==> config.mk <==
export PLATFORM = sky130hd
export DESIGN_NAME = booth_seq_mult
export DESIGN_NICKNAME = d
export VERILOG_FILES = /design/src/rtl/booth_pkg.sv /design/src/rtl/booth_recode.sv /design/src/rtl/booth_step.sv /design/src/rtl/booth_ctrl.sv /design/src/rtl/booth_seq_mult.sv
export SDC_FILE = /design/constraint.sdc
export NUM_CORES = 1
export LEC_CHECK = 0
export ABC_AREA = 1
export ABC_CLOCK_PERIOD_IN_PS = 5600
export BUFFER_PORTS_ARGS = -buffer_cell sky130_fd_sc_hd__buf_2
export CORE_UTILIZATION = 50
export DETAILED_ROUTE_END_ITERATION = 10
export PLACE_DENSITY = 0.72
export SKIP_CTS_REPAIR_TIMING = 1
export SYNTH_ARGS = -nofsm -noshare
export SYNTH_HDL_FRONTEND = slang
export SYNTH_SLANG_ARGS = --single-unit
==> constraint.sdc <==
create_clock -name clk -period 5.6 [get_ports clk]
set_input_delay 0.56 -clock clk [delete_from_list [all_inputs] [get_ports clk]]
set_output_delay 0.56 -clock clk [all_outputs]
set_load 0.005 [all_outputs]
==> src/rtl/booth_pkg.sv <==
package booth_pkg;
  typedef enum logic [1:0] {
    STEP_HOLD = 2'd0,
    STEP_ADD  = 2'd1,
    STEP_SUB  = 2'd2
  } step_op_t;
endpackage

==> src/rtl/booth_recode.sv <==
module booth_recode
  import booth_pkg::*;
(
  input  logic     lsb,
  input  logic     prev_lsb,
  output step_op_t op
);
  always_comb begin
    unique case ({lsb, prev_lsb})
      2'b01:   op = STEP_ADD;
      2'b10:   op = STEP_SUB;
      default: op = STEP_HOLD;
    endcase
  end
endmodule

==> src/rtl/booth_step.sv <==
module booth_step
  import booth_pkg::*;
#(
  parameter int WIDTH = 4
) (
  input  logic [WIDTH:0]   acc,
  input  logic [WIDTH-1:0] mq,
  input  logic             ext,
  input  logic [WIDTH-1:0] mcand,
  input  step_op_t         op,
  output logic [WIDTH:0]   acc_nx,
  output logic [WIDTH-1:0] mq_nx,
  output logic             ext_nx
);
  localparam int AW = WIDTH + 1;

  logic [AW-1:0] m_ext;
  logic [AW-1:0] sum;

  assign m_ext = {mcand[WIDTH-1], mcand};

  always_comb begin
    unique case (op)
      STEP_ADD: sum = acc + m_ext;
      STEP_SUB: sum = acc - m_ext;
      default:  sum = acc;
    endcase
  end

  assign acc_nx = {sum[AW-1], sum[AW-1:1]};
  assign mq_nx  = {sum[0], mq[WIDTH-1:1]};
  assign ext_nx = mq[0];
endmodule

==> src/rtl/booth_ctrl.sv <==
module booth_ctrl #(
  parameter int WIDTH = 4
) (
  input  logic clk,
  input  logic rst,
  input  logic start,
  output logic busy,
  output logic done,
  output logic load,
  output logic last
);
  localparam int CW = $clog2(WIDTH + 1);

  logic [CW-1:0] cnt;

  assign load = start && !busy;
  assign last = busy && (cnt == CW'(1));

  always_ff @(posedge clk) begin
    if (rst) begin
      busy <= 1'b0;
      done <= 1'b0;
      cnt  <= '0;
    end else begin
      done <= 1'b0;
      if (busy) begin
        cnt <= cnt - CW'(1);
        if (cnt == CW'(1)) begin
          busy <= 1'b0;
          done <= 1'b1;
        end
      end else if (start) begin
        busy <= 1'b1;
        cnt  <= CW'(WIDTH);
      end
    end
  end

  assert_start_R2: assert property (@(posedge clk) disable iff (rst)
    (start && !busy) |=> busy);
  assert_done_pulse_R5: assert property (@(posedge clk) disable iff (rst)
    done |=> !done);
  assert_finish_R3: assert property (@(posedge clk) disable iff (rst)
    $fell(busy) |-> done);
  assert_busy_hold_R7: assert property (@(posedge clk) disable iff (rst)
    (busy && cnt != CW'(1)) |=> (busy && !done));
endmodule

==> src/rtl/booth_seq_mult.sv <==
module booth_seq_mult
  import booth_pkg::*;
#(
  parameter int WIDTH = 4
) (
  input  logic                 clk,
  input  logic                 rst,
  input  logic                 start,
  input  logic [WIDTH-1:0]     multiplicand,
  input  logic [WIDTH-1:0]     multiplier,
  output logic                 busy,
  output logic                 done,
  output logic [2*WIDTH-1:0]   product
);
  localparam int PW = 2 * WIDTH;

  logic [WIDTH:0]   acc_q, acc_nx;
  logic [WIDTH-1:0] mq_q, mq_nx;
  logic [WIDTH-1:0] mcand_q;
  logic             ext_q, ext_nx;
  logic             load, last;
  step_op_t         op;

  booth_ctrl #(.WIDTH(WIDTH)) u_ctrl (
    .clk(clk), .rst(rst), .start(start),
    .busy(busy), .done(done), .load(load), .last(last)
  );

  booth_recode u_recode (
    .lsb(mq_q[0]), .prev_lsb(ext_q), .op(op)
  );

  booth_step #(.WIDTH(WIDTH)) u_step (
    .acc(acc_q), .mq(mq_q), .ext(ext_q), .mcand(mcand_q), .op(op),
    .acc_nx(acc_nx), .mq_nx(mq_nx), .ext_nx(ext_nx)
  );

  always_ff @(posedge clk) begin
    if (rst) begin
      acc_q   <= '0;
      mq_q    <= '0;
      ext_q   <= 1'b0;
      mcand_q <= '0;
      product <= '0;
    end else if (load) begin
      acc_q   <= '0;
      mq_q    <= multiplier;
      ext_q   <= 1'b0;
      mcand_q <= multiplicand;
    end else if (busy) begin
      acc_q <= acc_nx;
      mq_q  <= mq_nx;
      ext_q <= ext_nx;
      if (last) product <= PW'({acc_nx[WIDTH-1:0], mq_nx});
    end
  end

  assert_product_hold_R6: assert property (@(posedge clk) disable iff (rst)
    !done |-> $stable(product));
endmodule

==> out/results.txt <==
Most used DFF post-synth -> sky130_fd_sc_hd__dfxtp_1
Area of the mapped netlist -> 1310 sq um
Flops & latches, synth -> 26
Length of the first detailed-routing pass in iterations -> 4
Final antenna-violating net count -> 0
Port Buffers -> 20
Layout-stage area growth over the synthesis result -> 14.2%
Synth async-reset ratio -> 0%
Initial standard-cell utilization of the core -> 52.7%
Number of vias per cell after detailed routing -> 5.13
Portion of synthesized cell area occupied by the leading cell type -> 39.8%
ANT cells -> 0
Source of the critical timing path -> ext_q$_SDFFE_PP0P_
Part of the cycle the worst path needs -> 38.8%
Pin count of the biggest net entering global routing -> 17
Clock transition at path regs -> 150 ps
R2r worst-path depth -> 15
Post-Route Setup TNS -> 0 ps
Reg-to-reg setup timing slack -> 3430 ps
Sum of routed wire length over all layers -> 2.64 mm
First-pass GRT wire length -> 4.30 mm
Cells taking the most area after synthesis -> sky130_fd_sc_hd__dfxtp_1 40%, sky130_fd_sc_hd__nand2_1 13%, sky130_fd_sc_hd__inv_1 8.3%, sky130_fd_sc_hd__ha_1 7.7%, sky130_fd_sc_hd__o21ai_0 6.5%
Slew at the pin closest to its max-slew limit -> 516 ps
CTS H-tree lvls -> 1
DR WL/cell -> 11.2 microns
Hold Crit Class -> reg2reg
Number of max-cap violations -> 0
Final core utilization -> 60.2%
Deepest clock path buffer count -> 2
Number of hold violations in the final report -> 0
Crit end category -> flop
Total routing usage reported by global routing -> 21.0%
RSZ-0062 raised after global routing -> no
Fin crit period -> 2170 ps
Layout cells sized above 1 -> 17.1%
Sequential area share after synthesis -> 39.8%
Critical path class -> reg2reg
Outcome -> complete, no violations
Clock buffer count from CTS -> 3
Tightest slew margin relative to the limit -> 65.5%
Yosys warning count -> 0
Via count of the first global-routing pass -> 1051
Number of antenna violations at the first check in global routing -> 0
Pwr dens -> 284 nW/um^2
Worst reg2reg path startpoint -> ext_q$_SDFFE_PP0P_
Worst Path Required -> 5830 ps
TritonCTS Sinks -> 26
Root buf cell -> sky130_fd_sc_hd__clkbuf_4
Total die area -> 2820 sq um
Core area -> 2480 sq um
Synthesized netlist net count -> 202
Mean post-synth cell area -> 7.18 sq um
CP Capture Point -> acc_q[3]$_SDFFE_PP0P_
Remaining Overflow, GRT -> 0
# DRC -> 0
Worst clock skew -> 10.9 ps
Number of slew-limit violations in the final report -> 0
Highest clock frequency the design can meet -> 460 MHz
Detailed placer's ending HPWL -> 2.10 mm
RD Place Congestion -> 0.840
Count of flip-flops with a built-in enable after synthesis -> 0
Setup-violating endpoint count in the final report -> 0
Worst voltage drop across the vdd grid -> 0.000207 V
Worst reg2reg endpoint -> acc_q[3]$_SDFFE_PP0P_
Synthesized instance count -> 182
Most area-hungry cell type in the Yosys netlist -> sky130_fd_sc_hd__dfxtp_1
I/O pin cnt -> 21
Row Count -> 18
Horiz. Die Dim -> 53.1 microns
Final Net Count -> 226
Worst EP arrival -> 2400 ps
Die height -> 53.1 microns
Highest net fanout along the worst path -> 7
Worst Setup Start Kind -> flop
Clock latency of the later-clocked register in the worst-skew pair -> 320 ps
Drt initial violations -> 25
Static leakage power -> 0.754 nW
Vias -> 1205
Unique cell type count in the Yosys netlist -> 24
Clock tree from TritonCTS -> yes
==> area by class of cell <==
cell class / count / area [sq um]
clock buffers: 3 / 22.5
clock inverters: 1 / 30.0
fillers: 256 / 986
inverters: 34 / 128
multi-input cells: 121 / 653
flip-flops and latches: 26 / 520
well taps: 30 / 37.5
repair buffers: 20 / 100
==> placed cells by master (no fill, tap or decap) <==
cell type                   count
sky130_fd_sc_hd__dfxtp_1       26
sky130_fd_sc_hd__o21ai_0       17
sky130_fd_sc_hd__ha_1           8
sky130_fd_sc_hd__nor2_1        13
sky130_fd_sc_hd__or2_2          2
sky130_fd_sc_hd__o221ai_1       2
sky130_fd_sc_hd__a21oi_1       10
sky130_fd_sc_hd__fa_1           1
sky130_fd_sc_hd__nand3_1        9
sky130_fd_sc_hd__inv_1         29
sky130_fd_sc_hd__o211ai_1       1
sky130_fd_sc_hd__a21oi_2        1
sky130_fd_sc_hd__nand2_1       46
sky130_fd_sc_hd__bufinv_16      1
sky130_fd_sc_hd__o21ai_1        1
sky130_fd_sc_hd__nand4_1        1
sky130_fd_sc_hd__clkbuf_4       3
sky130_fd_sc_hd__a22oi_1        1
sky130_fd_sc_hd__nor2_2         1
sky130_fd_sc_hd__xor2_1         2
sky130_fd_sc_hd__nor2_4         1
sky130_fd_sc_hd__inv_2          5
sky130_fd_sc_hd__buf_2         20
sky130_fd_sc_hd__nand3b_1       1
sky130_fd_sc_hd__nand2_4        1
sky130_fd_sc_hd__a31oi_1        2
==> how the worst min path moves through the flow <==
stage               slack [ps]                        from  cells past startpoint                          to
global placement           440     product[7]$_SDFFE_PP0P_                      2     product[7]$_SDFFE_PP0P_
finish                     460     product[7]$_SDFFE_PP0P_                      2     product[7]$_SDFFE_PP0P_
detailed placement         430     product[7]$_SDFFE_PP0P_                      2     product[7]$_SDFFE_PP0P_
CTS                        460     product[7]$_SDFFE_PP0P_                      2     product[7]$_SDFFE_PP0P_
global route               480     product[7]$_SDFFE_PP0P_                      2     product[7]$_SDFFE_PP0P_
floorplan                  440  u_ctrl.cnt[1]$_SDFFE_PP0P_                      2  u_ctrl.cnt[1]$_SDFFE_PP0P_
==> power breakdown <==
| group | internal, mW | leakage [nW] | switching, mW |
|---|---|---|---|
| sequential | 0.195 | 0.213 | 0.00908 |
| clock | 0.0723 | 0.0279 | 0.0559 |
| combinational | 0.0357 | 0.514 | 0.0556 |
==> per-layer routing <==
metal | wire (microns) | vias up | global-route usage [%]
met3 | 63 | 2 | 3.45
met5 | 0 | - | 0
met2 | 1300 | 15 | 39.0
met1 | 1270 | 564 | 24.5
li1 | - | 624 | -
met4 | 10 | 0 | 5.26
==> synthesized netlist by cell type (2+ instances only) <==
cell type                   n
sky130_fd_sc_hd__inv_2      5
sky130_fd_sc_hd__a21oi_1   10
sky130_fd_sc_hd__nor2_1    13
sky130_fd_sc_hd__o21ai_0   17
sky130_fd_sc_hd__nand2_1   46
sky130_fd_sc_hd__nand3_1    9
sky130_fd_sc_hd__dfxtp_1   26
sky130_fd_sc_hd__or2_2      2
sky130_fd_sc_hd__o221ai_1   2
sky130_fd_sc_hd__a31oi_1    2
sky130_fd_sc_hd__ha_1       8
sky130_fd_sc_hd__inv_1     29
sky130_fd_sc_hd__xor2_1     2
==> cell families after synthesis <==
group	share of synthesized area (%)
adders and majority gates	9.20
buffers and inverters	10.2
xor gates and xnor gates	1.34
and+or+nand+nor	24.6
AOI/OAI and AO/OA	14.8
DFF	39.8
==> sequential cells by signal, summed over array words and instances (netlist names) <==
register     flops
u_ctrl.done      1
u_ctrl.cnt       3
acc_q            4
mq_q             4
mcand_q          4
product          8
ext_q            1
u_ctrl.busy      1
==> critical path: stages, from the launching register on <==
cell	delay [ps]
sky130_fd_sc_hd__dfxtp_1	340
sky130_fd_sc_hd__inv_1	60
sky130_fd_sc_hd__ha_1	280
sky130_fd_sc_hd__a31oi_1	210
sky130_fd_sc_hd__xor2_1	160
sky130_fd_sc_hd__inv_1	60
sky130_fd_sc_hd__ha_1	340
sky130_fd_sc_hd__nand2_1	70
sky130_fd_sc_hd__nor2_1	100
sky130_fd_sc_hd__nor2_1	50
sky130_fd_sc_hd__nand2_1	70
sky130_fd_sc_hd__nand3_1	80
sky130_fd_sc_hd__nand2_1	90
sky130_fd_sc_hd__nand3_1	70
sky130_fd_sc_hd__nand2_1	80
sky130_fd_sc_hd__inv_1	30
==> metrics by stage <==
step	power, mW	instance area (sq um)	setup WS [ps]	hold slack, ps	std cells
global placement	0.294	1440	3560	438	231
global route	0.446	1490	3240	477	235
detailed placement	0.299	1440	3480	435	231
finish	0.424	1490	3430	461	235
CTS	0.426	1490	3440	460	235
floorplan	0.275	1310	3710	438	182
Note: power is estimated with default switching activity, not from simulation.
